==> src/rtl/irq_vec_pkg.sv <==
package irq_vec_pkg;
  localparam int NSRC = 10;
  localparam int MAXW = 8;
  localparam int SRC_W [NSRC] = '{1, 1, 1, 1, 2, 2, 2, 8, 4, 3};
  localparam logic [NSRC-1:0] SRC_AUTO = 10'b00_0000_1010;
  localparam int GP_SRC = 7;
  localparam int SELW = $clog2(NSRC);

  function automatic int src_off(input int s);
    int o = 0;
    for (int i = 0; i < s; i++) o += SRC_W[i];
    return o;
  endfunction

  localparam int NF = src_off(NSRC);
  localparam int GP_OFF = src_off(GP_SRC);
  localparam int GPW = SRC_W[GP_SRC];

  function automatic int flag_src(input int b);
    for (int s = 0; s < NSRC; s++)
      if (b >= src_off(s) && b < src_off(s) + SRC_W[s]) return s;
    return 0;
  endfunction
endpackage

==> src/rtl/irq_flag_bank.sv <==
module irq_flag_bank
  import irq_vec_pkg::*;
(
  input  logic            clk_i,
  input  logic            rst_ni,
  input  logic [NF-1:0]   hw_set_i,
  input  logic [GPW-1:0]  gp_pin_i,
  input  logic [GPW-1:0]  gp_level_i,
  input  logic            sw_we_i,
  input  logic [SELW-1:0] sw_sel_i,
  input  logic [MAXW-1:0] sw_wdata_i,
  input  logic [NSRC-1:0] ack_clr_i,
  output logic [NF-1:0]   flag_o
);
  logic [GPW-1:0] pin_q;
  logic [GPW-1:0] gp_set;

  always_ff @(posedge clk_i or negedge rst_ni)
    if (!rst_ni) pin_q <= '0;
    else         pin_q <= gp_pin_i;

  // level pins set every cycle they are high; edge pins only on a rise
  assign gp_set = (gp_level_i & gp_pin_i) | (~gp_level_i & gp_pin_i & ~pin_q);

  for (genvar b = 0; b < NF; b++) begin : g_flag
    localparam int S = flag_src(b);
    localparam int L = b - src_off(S);
    logic set_b;
    if (S == GP_SRC) begin : g_gp
      assign set_b = hw_set_i[b] | gp_set[L];
    end else begin : g_pl
      assign set_b = hw_set_i[b];
    end
    always_ff @(posedge clk_i or negedge rst_ni)
      if (!rst_ni)                                    flag_o[b] <= 1'b0;
      else if (set_b)                                 flag_o[b] <= 1'b1;
      else if (sw_we_i && sw_sel_i == SELW'(S))       flag_o[b] <= sw_wdata_i[L];
      else if (ack_clr_i[S])                          flag_o[b] <= 1'b0;
  end
endmodule

==> src/rtl/irq_arbiter.sv <==
module irq_arbiter
  import irq_vec_pkg::*;
(
  input  logic [NF-1:0]   flag_i,
  input  logic [NSRC-1:0] src_en_i,
  input  logic            gie_i,
  output logic            any_o,
  output logic [SELW-1:0] win_o
);
  logic [NSRC-1:0] req;

  for (genvar s = 0; s < NSRC; s++) begin : g_req
    localparam int OFF = src_off(s);
    localparam int W = SRC_W[s];
    assign req[s] = gie_i & src_en_i[s] & (|flag_i[OFF +: W]);
  end

  assign any_o = |req;

  always_comb begin
    win_o = '0;
    for (int s = NSRC - 1; s >= 0; s--)
      if (req[s]) win_o = SELW'(s);
  end
endmodule

==> src/rtl/irq_vec_hold.sv <==
module irq_vec_hold
  import irq_vec_pkg::*;
#(
  parameter int VW = 16,
  parameter logic [VW-1:0] VBASE = 16'h0003,
  parameter int VSTEP = 8
) (
  input  logic            clk_i,
  input  logic            rst_ni,
  input  logic            any_i,
  input  logic [SELW-1:0] win_i,
  input  logic            ack_i,
  output logic            irq_o,
  output logic [VW-1:0]   vec_o,
  output logic [NSRC-1:0] ack_clr_o
);
  logic            irq_q;
  logic [SELW-1:0] sel_q;

  always_ff @(posedge clk_i or negedge rst_ni)
    if (!rst_ni) begin
      irq_q <= 1'b0;
      sel_q <= '0;
    end else if (irq_q) begin
      if (ack_i) irq_q <= 1'b0;
    end else if (any_i) begin
      irq_q <= 1'b1;
      sel_q <= win_i;
    end

  assign irq_o = irq_q;
  assign vec_o = irq_q ? VBASE + VW'(VSTEP) * VW'(sel_q) : '0;

  for (genvar s = 0; s < NSRC; s++) begin : g_clr
    if (SRC_AUTO[s]) begin : g_auto
      assign ack_clr_o[s] = irq_q & ack_i & (sel_q == SELW'(s));
    end else begin : g_keep
      assign ack_clr_o[s] = 1'b0;
    end
  end
endmodule

==> src/rtl/irq_vectoring.sv <==
module irq_vectoring
  import irq_vec_pkg::*;
(
  input  logic            clk_i,
  input  logic            rst_ni,
  input  logic            gie_i,
  input  logic [NSRC-1:0] src_en_i,
  input  logic [NF-1:0]   hw_set_i,
  input  logic [GPW-1:0]  gp_pin_i,
  input  logic [GPW-1:0]  gp_level_i,
  input  logic            sw_we_i,
  input  logic [SELW-1:0] sw_sel_i,
  input  logic [MAXW-1:0] sw_wdata_i,
  input  logic            ack_i,
  output logic            irq_o,
  output logic [15:0]     vec_o,
  output logic [NF-1:0]   flag_o
);
  logic [NSRC-1:0] ack_clr;
  logic            any;
  logic [SELW-1:0] win;

  irq_flag_bank u_bank (
    .clk_i, .rst_ni, .hw_set_i, .gp_pin_i, .gp_level_i,
    .sw_we_i, .sw_sel_i, .sw_wdata_i,
    .ack_clr_i(ack_clr), .flag_o
  );

  irq_arbiter u_arb (
    .flag_i(flag_o), .src_en_i, .gie_i, .any_o(any), .win_o(win)
  );

  irq_vec_hold #(.VW(16), .VBASE(16'h0003), .VSTEP(8)) u_hold (
    .clk_i, .rst_ni, .any_i(any), .win_i(win), .ack_i,
    .irq_o, .vec_o, .ack_clr_o(ack_clr)
  );
endmodule

==> config.mk <==
export PLATFORM = sky130hd
export DESIGN_NAME = irq_vectoring
export DESIGN_NICKNAME = d
export VERILOG_FILES = /design/src/rtl/irq_vec_pkg.sv /design/src/rtl/irq_flag_bank.sv /design/src/rtl/irq_arbiter.sv /design/src/rtl/irq_vec_hold.sv /design/src/rtl/irq_vectoring.sv
export SDC_FILE = /design/constraint.sdc
export NUM_CORES = 1
export LEC_CHECK = 0
export BUFFER_PORTS_ARGS = -buffer_cell sky130_fd_sc_hd__buf_2
export CAP_MARGIN = 20
export CORE_MARGIN = 2
export CORE_UTILIZATION = 35
export CTS_BUF_LIST = sky130_fd_sc_hd__clkbuf_8
export CTS_CLUSTER_DIAMETER = 120
export DETAILED_ROUTE_END_ITERATION = 8
export PLACE_DENSITY_LB_ADDON = 0.15
export SLEW_MARGIN = 40
export SYNTH_ARGS = -nofsm -noshare
export SYNTH_HDL_FRONTEND = slang
export SYNTH_SLANG_ARGS = --single-unit
==> constraint.sdc <==
create_clock -name clk_i -period 2.1 [get_ports clk_i]
set_input_delay 0.21 -clock clk_i [delete_from_list [all_inputs] [get_ports clk_i]]
set_output_delay 0.21 -clock clk_i [all_outputs]
set_load 0.05 [all_outputs]
==> results of run 1 <==
-- placed cells by master (no fill, tap or decap) --
cell type,n
nor2_1,12
dfrtp_1,38
a31oi_1,2
buf_2,98
a211o_1,11
dlygate4sd3_1,1
buf_4,2
a22oi_1,1
o311ai_1,1
or4_4,2
nand3_1,5
a21boi_1,1
clkbuf_8,6
mux2i_1,9
o21ai_0,2
nor3b_1,2
or3_1,2
nand2b_1,11
nor4_1,1
o41ai_4,1
a221oi_1,1
o21ai_1,2
o31ai_1,3
nand4_1,1
a311o_1,1
a21oi_1,12
nand3b_1,4
o211ai_1,9
and2_1,5
nand2_1,20
inv_2,1
o211a_4,1
inv_1,9
conb_1,10
nor2b_1,8
-- sequential cells by signal (all words and copies together) (netlist names) --
name and cells:
u_hold.irq_o 1, u_bank.pin_q 8, u_bank.flag_o 25, u_hold.sel_q 4
-- worst paths after layout --
kind,start,endpoint,slack (ps),cells after the start
max in group asynchronous,rst_ni,u_bank.flag_o[4],1320,2
worst max-delay path,u_bank.flag_o[15],u_hold.irq_o,160,4
worst max register to register,u_bank.flag_o[15],u_hold.irq_o,160,4
worst min register to register,u_hold.sel_q[0],u_hold.sel_q[0],470,2
min in group asynchronous,rst_ni,u_bank.pin_q[5],430,2
worst min-delay path,gp_pin_i[5],u_bank.pin_q[5],40,1
-- synth_stat cells, drive strengths merged, types with 4 or more instances --
master / instances / area share, %
buf: 12 / 4.7
nor2b: 8 / 2.6
o211ai: 9 / 3.5
nand3b: 4 / 1.6
a211o: 11 / 5.0
o21ai: 4 / 1.0
mux2i: 9 / 4.7
dfrtp: 38 / 49
nor2: 12 / 2.3
a21oi: 12 / 3.1
nand2: 20 / 3.9
nand3: 5 / 1.3
nand2b: 11 / 3.6
and2: 5 / 1.6
inv: 10 / 1.9
-- where the power goes --
group          total, mW  switching (mW)  internal, mW
registers          0.846          0.0521         0.794
logic              0.675           0.480         0.196
clock network      0.490           0.236         0.253
-- per-layer routing --
metal,global-route usage (%),vias to the layer above
met5,0,-
met2,27.9,58
met4,4.21,0
li1,-,866
met3,5.29,4
met1,21.2,805
-- through the flow --
stage | power, mW | hold slack (ps)
global route | 2.12 | 40.7
detailed placement | 1.54 | 210
finish | 2.01 | 42.4
CTS | 2.04 | 35.1
floorplan | 1.38 | -85.6
global placement | 1.54 | 332
-- final cells by class --
cell class,count,area [µm²]
timing repair buffer,101,515
inverter,10,37.5
tap,72,90.1
sequential,38,951
clock buffer,6,82.6
multi-input combinational,140,882
fill,556,2850
-- logic make-up (layout without fill, tap and decap cells) --
family          Yosys count  count (layout)
compound gates           48              48
buf+inv                  24             117
flops                    38              38
mux                       9               9
other cells               1              10
simple gates             73              73
==> impl_results.html, run 1 <==
<table>
<tr><th>Metric</th><th>Value</th></tr>
<tr><th colspan="2">Floorplan</th></tr>
<tr><td>Total Die Area</td><td>6140 µm²</td></tr>
<tr><td>Die extent in x</td><td>78.3 µm</td></tr>
<tr><td>Ports placed on the boundary</td><td>110</td></tr>
<tr><td>Placement Rows</td><td>27</td></tr>
<tr><td>Die height</td><td>78.3 µm</td></tr>
<tr><td>Starting Density</td><td>35.8%</td></tr>
<tr><td>Core region area</td><td>5410 µm²</td></tr>
<tr><th colspan="2">Yosys</th></tr>
<tr><td>Main combinational cell family by area after synthesis</td><td>simple AND/OR/NAND/NOR gates</td></tr>
<tr><td>Share of synthesized area occupied by flip-flops and latches</td><td>49.2%</td></tr>
<tr><td>Count of different cell masters after synthesis</td><td>33</td></tr>
<tr><td>Synthesized-area fraction occupied by xor and xnor cells</td><td>0%</td></tr>
<tr><td>Number of synthesis warnings</td><td>0</td></tr>
<tr><td>Number of flops mapped to enable cells by yosys</td><td>0</td></tr>
<tr><td>Average cell area after synthesis</td><td>10.0 µm²</td></tr>
<tr><td>Post-synth top flop</td><td>dfrtp_1</td></tr>
<tr><td>Compound-cell area share of the yosys netlist</td><td>19.0%</td></tr>
<tr><td>Syn Std Cell Area</td><td>1930 µm²</td></tr>
<tr><td>Gate Count Post-Synth</td><td>193</td></tr>
<tr><td>Portion of netlist area occupied by mux cells</td><td>4.66%</td></tr>
<tr><td>Arithmetic-cell share of the synthesized area counting full adders, half adders and majority gates</td><td>0%</td></tr>
<tr><td>Simple-gate area share of the yosys netlist</td><td>20.1%</td></tr>
<tr><td>Seq cells post-synth</td><td>38</td></tr>
<tr><td>Post-synth ARST share</td><td>100%</td></tr>
<tr><th colspan="2">GRT</th></tr>
<tr><td>Total congestion overflow</td><td>0</td></tr>
<tr><td>All-layer global routing usage</td><td>16.8%</td></tr>
<tr><td>Antenna violations before repair</td><td>0</td></tr>
<tr><td>First-pass GRT wire length</td><td>8110 µm</td></tr>
<tr><td>Maximum number of pins on one net before global-route repair</td><td>39</td></tr>
<tr><td>Via count of the first global-routing pass</td><td>1,742</td></tr>
<tr><th colspan="2">Worst setup path</th></tr>
<tr><td>Crit path buf inv count</td><td>0</td></tr>
<tr><td>Endpoint kind of the worst setup timing path</td><td>flip-flop</td></tr>
<tr><td>Crit path cell chain</td><td>or4_4 &gt; o211a_4 &gt; o41ai_4 &gt; o21ai_1</td></tr>
<tr><td>Worst stage delay on the critical path</td><td>550 ps</td></tr>
<tr><td>Kind of cell adding the most delay to the critical path</td><td>compound AO/OA/AOI/OAI gates</td></tr>
<tr><td>Critical Path Slowest Stage Cell</td><td>or4_4</td></tr>
<tr><td>Maximum net fanout on the critical path</td><td>5</td></tr>
<tr><td>Worst Path Arrival</td><td>2090 ps</td></tr>
<tr><td>Crit start category</td><td>flip-flop</td></tr>
<tr><td>Req. time, crit path</td><td>2250 ps</td></tr>
<tr><td>Classification of the worst setup path</td><td>reg2reg</td></tr>
<tr><th colspan="2">Route</th></tr>
<tr><td>Overall via count from detail_route</td><td>1,733</td></tr>
<tr><td>Sum of met3 wire segment lengths after detailed routing</td><td>333 µm</td></tr>
<tr><td>Highest metal layer with signal wires</td><td>met4</td></tr>
<tr><td>Number of design rule violations left after detail routing</td><td>0</td></tr>
<tr><td>Met1 WL</td><td>2110 µm</td></tr>
<tr><td>DR iter-0 viols</td><td>52</td></tr>
<tr><td>Routed via count divided by cell count</td><td>4.72</td></tr>
<tr><td>Remaining antenna violation count</td><td>0</td></tr>
<tr><td>Detail Route met2 WL</td><td>2350 µm</td></tr>
<tr><td>Post-detailed-route wirelength per cell</td><td>13.2 µm</td></tr>
<tr><td>Length of the first detailed-routing pass in iterations</td><td>4</td></tr>
<tr><td>Wire length after detailed routing</td><td>4830 µm</td></tr>
<tr><th colspan="2">CTS</th></tr>
<tr><td>Root cell of the clock tree</td><td>clkbuf_8</td></tr>
<tr><td>Post-CTS sizing</td><td>0</td></tr>
<tr><td>Number of CTS-inserted buffers</td><td>5</td></tr>
<tr><td>Hold buffer count at CTS</td><td>1</td></tr>
<tr><td>Clk sinks</td><td>38</td></tr>
<tr><td>Clock-pin slew on the worst setup and hold paths</td><td>70 ps</td></tr>
<tr><td>Setup Buffers After CTS</td><td>0</td></tr>
<tr><td>Number of buffers on the longest clock path</td><td>2</td></tr>
<tr><td>CTS tree</td><td>built</td></tr>
<tr><td>Clock latency at the later pin of the worst-skew pair</td><td>280 ps</td></tr>
<tr><td>Number of levels in the clock H-tree</td><td>2</td></tr>
<tr><th colspan="2">Timing</th></tr>
<tr><td>Worst-case headroom to the max-slew limit</td><td>64.0%</td></tr>
<tr><td>Final critical delay including setup and external delays</td><td>1940 ps</td></tr>
<tr><td>Total count of hold-check failures in the final report</td><td>0</td></tr>
<tr><td>Number of max-slew violations in the final report</td><td>0</td></tr>
<tr><td>Final setup fails</td><td>0</td></tr>
<tr><td>Slew of the pin with the lowest slew margin</td><td>538 ps</td></tr>
<tr><td>Final Worst Setup Slack</td><td>160 ps</td></tr>
<tr><td>Fin Clk Skew</td><td>5.91 ps</td></tr>
<tr><td>Final sum of negative setup slack</td><td>0 ps</td></tr>
<tr><td>Upper clock frequency limit</td><td>515 MHz</td></tr>
<tr><td>Setup repair after global routing missed its margin</td><td>no</td></tr>
<tr><td>Final period utilization</td><td>92.4%</td></tr>
<tr><th colspan="2">Power and ir drop</th></tr>
<tr><td>Lkg Pwr</td><td>1.12 nW</td></tr>
<tr><td>Worst vdd rail ir drop</td><td>0.000516 V</td></tr>
<tr><td>Pwr/cell area</td><td>786 nW/µm²</td></tr>
<tr><th colspan="2">Placed design</th></tr>
<tr><td>Final Wtd Congestion</td><td>0.851</td></tr>
<tr><td>Post-Place Worst Slack</td><td>166 ps</td></tr>
<tr><td>Post-place instance area</td><td>2470 µm²</td></tr>
<tr><td>IO buf count</td><td>99</td></tr>
<tr><td>Post-DP HPWL</td><td>3900 µm</td></tr>
<tr><td>Number of cells in the design after placement</td><td>360</td></tr>
<tr><th colspan="2">Cells and area</th></tr>
<tr><td>Layout Utilization</td><td>47.3%</td></tr>
<tr><td>Fraction of layout cells with a size suffix above 1</td><td>37.6%</td></tr>
<tr><td>Net total in the final layout</td><td>364</td></tr>
<tr><td>Antenna cells</td><td>0</td></tr>
<tr><td>Non-filler instance count after layout</td><td>367</td></tr>
<tr><td>Area added between synthesis and finish</td><td>32.3%</td></tr>
<tr><td>Final design area excluding fillers</td><td>2560 µm²</td></tr>
<tr><th colspan="2">Run status</th></tr>
<tr><td>Status</td><td>completed</td></tr>
<tr><th colspan="2">Run</th></tr>
<tr><td>Max_cap viols</td><td>0</td></tr>
<tr><th colspan="2">Worst hold path</th></tr>
<tr><td>Path category of the worst min-delay check</td><td>in2reg</td></tr>
</table>
Power figures use the tool's default switching activity.
==> run 2: changes to the inputs <==
==> constraint.sdc (replaced) <==
create_clock -name clk_i -period 2.1 [get_ports clk_i]
set_input_delay 0.42 -clock clk_i [delete_from_list [all_inputs] [get_ports clk_i]]
set_output_delay 0.42 -clock clk_i [all_outputs]
set_load 0.05 [all_outputs]
==> run 2 against run 1 <==
Net effect:
- sequential share of layout area shrank 0.57 points
- non-clock buffer count up 2
- critical endpoint is now u_hold.sel_q[0]
- cell area up 1.6%
- critical path type unchanged
- largest cell class unchanged
- sequential power hardly changed
- critical path depth unchanged
- setup slack got worse by 0.80 ps
- utilization rose by 0.74 points
- fmax is essentially flat
==> impl_results.html, run 2 (same netlist as run 1, synthesis figures left out) <==
<table>
<tr><th>Metric</th><th>Value</th></tr>
<tr><th colspan="2">Run status</th></tr>
<tr><td>Status</td><td>completed</td></tr>
<tr><th colspan="2">Timing</th></tr>
<tr><td>Number of max-slew violations in the final report</td><td>0</td></tr>
<tr><td>Final setup fails</td><td>0</td></tr>
<tr><td>Upper clock frequency limit</td><td>515 MHz</td></tr>
<tr><td>Final critical delay including setup and external delays</td><td>1940 ps</td></tr>
<tr><td>Total count of hold-check failures in the final report</td><td>0</td></tr>
<tr><td>Final sum of negative setup slack</td><td>0 ps</td></tr>
<tr><td>Final period utilization</td><td>92.4%</td></tr>
<tr><td>Slew of the pin with the lowest slew margin</td><td>550 ps</td></tr>
<tr><td>Setup repair after global routing missed its margin</td><td>no</td></tr>
<tr><td>Worst-case headroom to the max-slew limit</td><td>63.3%</td></tr>
<tr><td>Worst hold-check slack</td><td>171 ps</td></tr>
<tr><td>Fin Clk Skew</td><td>7.72 ps</td></tr>
<tr><th colspan="2">Power and ir drop</th></tr>
<tr><td>Worst vdd rail ir drop</td><td>0.000441 V</td></tr>
<tr><td>Relative contribution of sequential cells to total power</td><td>39.1%</td></tr>
<tr><td>Pwr/cell area</td><td>833 nW/µm²</td></tr>
<tr><td>Part of the power in combinational logic</td><td>31.3%</td></tr>
<tr><td>Internal Pwr Total</td><td>1.37 mW</td></tr>
<tr><td>Lkg Pwr</td><td>1.15 nW</td></tr>
<tr><td>Clock network fraction of design power</td><td>29.7%</td></tr>
<tr><td>Switching share of total power</td><td>36.8%</td></tr>
<tr><td>Power dissipated by switching net loads</td><td>0.796 mW</td></tr>
<tr><td>Overall power of the completed layout</td><td>2.17 mW</td></tr>
<tr><th colspan="2">CTS</th></tr>
<tr><td>Setup Buffers After CTS</td><td>0</td></tr>
<tr><td>Clock latency at the later pin of the worst-skew pair</td><td>290 ps</td></tr>
<tr><td>Number of buffers on the longest clock path</td><td>2</td></tr>
<tr><td>Hold buffer count at CTS</td><td>0</td></tr>
<tr><td>CTS tree</td><td>built</td></tr>
<tr><td>Root cell of the clock tree</td><td>clkbuf_8</td></tr>
<tr><td>Post-CTS sizing</td><td>0</td></tr>
<tr><td>Number of levels in the clock H-tree</td><td>2</td></tr>
<tr><td>Number of CTS-inserted buffers</td><td>5</td></tr>
<tr><td>Clock-pin slew on the worst setup and hold paths</td><td>80 ps</td></tr>
<tr><td>Clk sinks</td><td>38</td></tr>
<tr><th colspan="2">Route</th></tr>
<tr><td>DR iter-0 viols</td><td>80</td></tr>
<tr><td>Number of design rule violations left after detail routing</td><td>0</td></tr>
<tr><td>Wire length after detailed routing</td><td>5060 µm</td></tr>
<tr><td>Post-detailed-route wirelength per cell</td><td>13.7 µm</td></tr>
<tr><td>Routed via count divided by cell count</td><td>4.84</td></tr>
<tr><td>Remaining antenna violation count</td><td>0</td></tr>
<tr><td>Overall via count from detail_route</td><td>1,789</td></tr>
<tr><td>Length of the first detailed-routing pass in iterations</td><td>6</td></tr>
<tr><th colspan="2">Floorplan</th></tr>
<tr><td>Core region area</td><td>5410 µm²</td></tr>
<tr><td>Starting Density</td><td>35.8%</td></tr>
<tr><td>Placement Rows</td><td>27</td></tr>
<tr><td>Total Die Area</td><td>6140 µm²</td></tr>
<tr><td>Die height</td><td>78.3 µm</td></tr>
<tr><td>Die extent in x</td><td>78.3 µm</td></tr>
<tr><td>Ports placed on the boundary</td><td>110</td></tr>
<tr><th colspan="2">Worst setup path</th></tr>
<tr><td>Req. time, crit path</td><td>2270 ps</td></tr>
<tr><td>Worst reg2reg startpoint</td><td>u_bank.flag_o[14]</td></tr>
<tr><td>Worst Path Arrival</td><td>2110 ps</td></tr>
<tr><td>R2r endpoint</td><td>u_hold.sel_q[0]</td></tr>
<tr><td>First element of the critical path</td><td>u_bank.flag_o[14]</td></tr>
<tr><td>Endpoint kind of the worst setup timing path</td><td>flip-flop</td></tr>
<tr><td>Number of cells traversed by the worst register-to-register path</td><td>4</td></tr>
<tr><td>Worst R2R Setup Slack</td><td>160 ps</td></tr>
<tr><td>Maximum net fanout on the critical path</td><td>5</td></tr>
<tr><td>Crit start category</td><td>flip-flop</td></tr>
<tr><td>Classification of the worst setup path</td><td>reg2reg</td></tr>
<tr><th colspan="2">Cells and area</th></tr>
<tr><td>Commonest cells after routing, fill and taps aside</td><td>99 x buf_2, 38 x dfrtp_1, 20 x nand2_1</td></tr>
<tr><td>Most common cell after layout, fill and taps aside</td><td>buf_2</td></tr>
<tr><td>Net total in the final layout</td><td>366</td></tr>
<tr><td>Fraction of layout cells with a size suffix above 1</td><td>38.6%</td></tr>
<tr><td>Layout Utilization</td><td>48.1%</td></tr>
<tr><td>Largest registers</td><td>u_bank.flag_o: 25 flops, u_bank.pin_q: 8 flops, u_hold.sel_q: 4 flops</td></tr>
<tr><td>Antenna cells</td><td>0</td></tr>
<tr><td>Register containing the most flip-flops in the final layout</td><td>u_bank.flag_o</td></tr>
<tr><td>Max FFs per register</td><td>25</td></tr>
<tr><td>Area added between synthesis and finish</td><td>34.3%</td></tr>
<tr><th colspan="2">Placed design</th></tr>
<tr><td>Post-DP HPWL</td><td>3940 µm</td></tr>
<tr><td>Final Wtd Congestion</td><td>0.819</td></tr>
<tr><td>IO buf count</td><td>99</td></tr>
<tr><th colspan="2">GRT</th></tr>
<tr><td>Maximum number of pins on one net before global-route repair</td><td>39</td></tr>
<tr><td>Via count of the first global-routing pass</td><td>1,665</td></tr>
<tr><td>Total congestion overflow</td><td>0</td></tr>
<tr><td>Antenna violations before repair</td><td>0</td></tr>
<tr><td>All-layer global routing usage</td><td>17.1%</td></tr>
<tr><td>First-pass GRT wire length</td><td>8160 µm</td></tr>
<tr><th colspan="2">Run</th></tr>
<tr><td>Max_cap viols</td><td>0</td></tr>
<tr><th colspan="2">Worst hold path</th></tr>
<tr><td>Path category of the worst min-delay check</td><td>in2async</td></tr>
</table>
run 2: cell count changes in the layout (fill, tap and decap cells not counted), sizes merged:
cell	delta
dlygate4sd3	-1
buf	+3
bufinv	+1
run 2: power groups by stage:
| stage | Clock, mW | Combinational (mW) | Sequential [mW] |
|---|---|---|---|
| global route | 0.694 | 0.729 | 0.860 |
| floorplan | 0 | 0.460 | 0.923 |
| finish | 0.643 | 0.677 | 0.846 |
| CTS | 0.662 | 0.683 | 0.848 |
| detailed placement | 0 | 0.681 | 0.862 |
| global placement | 0 | 0.676 | 0.861 |
run 2: routing by layer:
layer | part of all wire, % | GRT usage [%]
met1 | 44 | 22.2
met2 | 47 | 26.9
met3 | 7.4 | 5.40
met4 | 1.8 | 6.49
met5 | 0 | 0
run 2: per-stage QoR:
| step | cell area, µm² | cells | setup WS [ps] |
|---|---|---|---|
| 2_1_floorplan | 1970 | 202 | 8.06 |
| 3_3_place_gp | 2490 | 363 | 183 |
| 3_5_place_dp | 2490 | 363 | 173 |
| 4_1_cts | 2600 | 370 | 154 |
| 5_1_grt | 2600 | 370 | 49.7 |
| 6_report | 2600 | 370 | 159 |
run 2: worst max-delay path by stage:
stage	end
finish	u_hold.sel_q[0]
CTS	u_hold.irq_o
global route	u_hold.sel_q[0]
global placement	u_hold.sel_q[0]
floorplan	u_hold.sel_q[0]
detailed placement	u_hold.irq_o
run 2: cell type report:
cell class,count,area (µm²)
clock inverter,1,30.0
timing repair buffer,103,526
clock buffer,6,82.6
inverter,10,37.5
sequential,38,951
multi-input combinational,140,882
tap,72,90.1
fill,547,2810
run 2: critical path: stages, from the launching register on:
cell and delay, ps:
dfrtp_1 410, or4_4 530, o211a_4 280, o41ai_4 450, o31ai_1 140
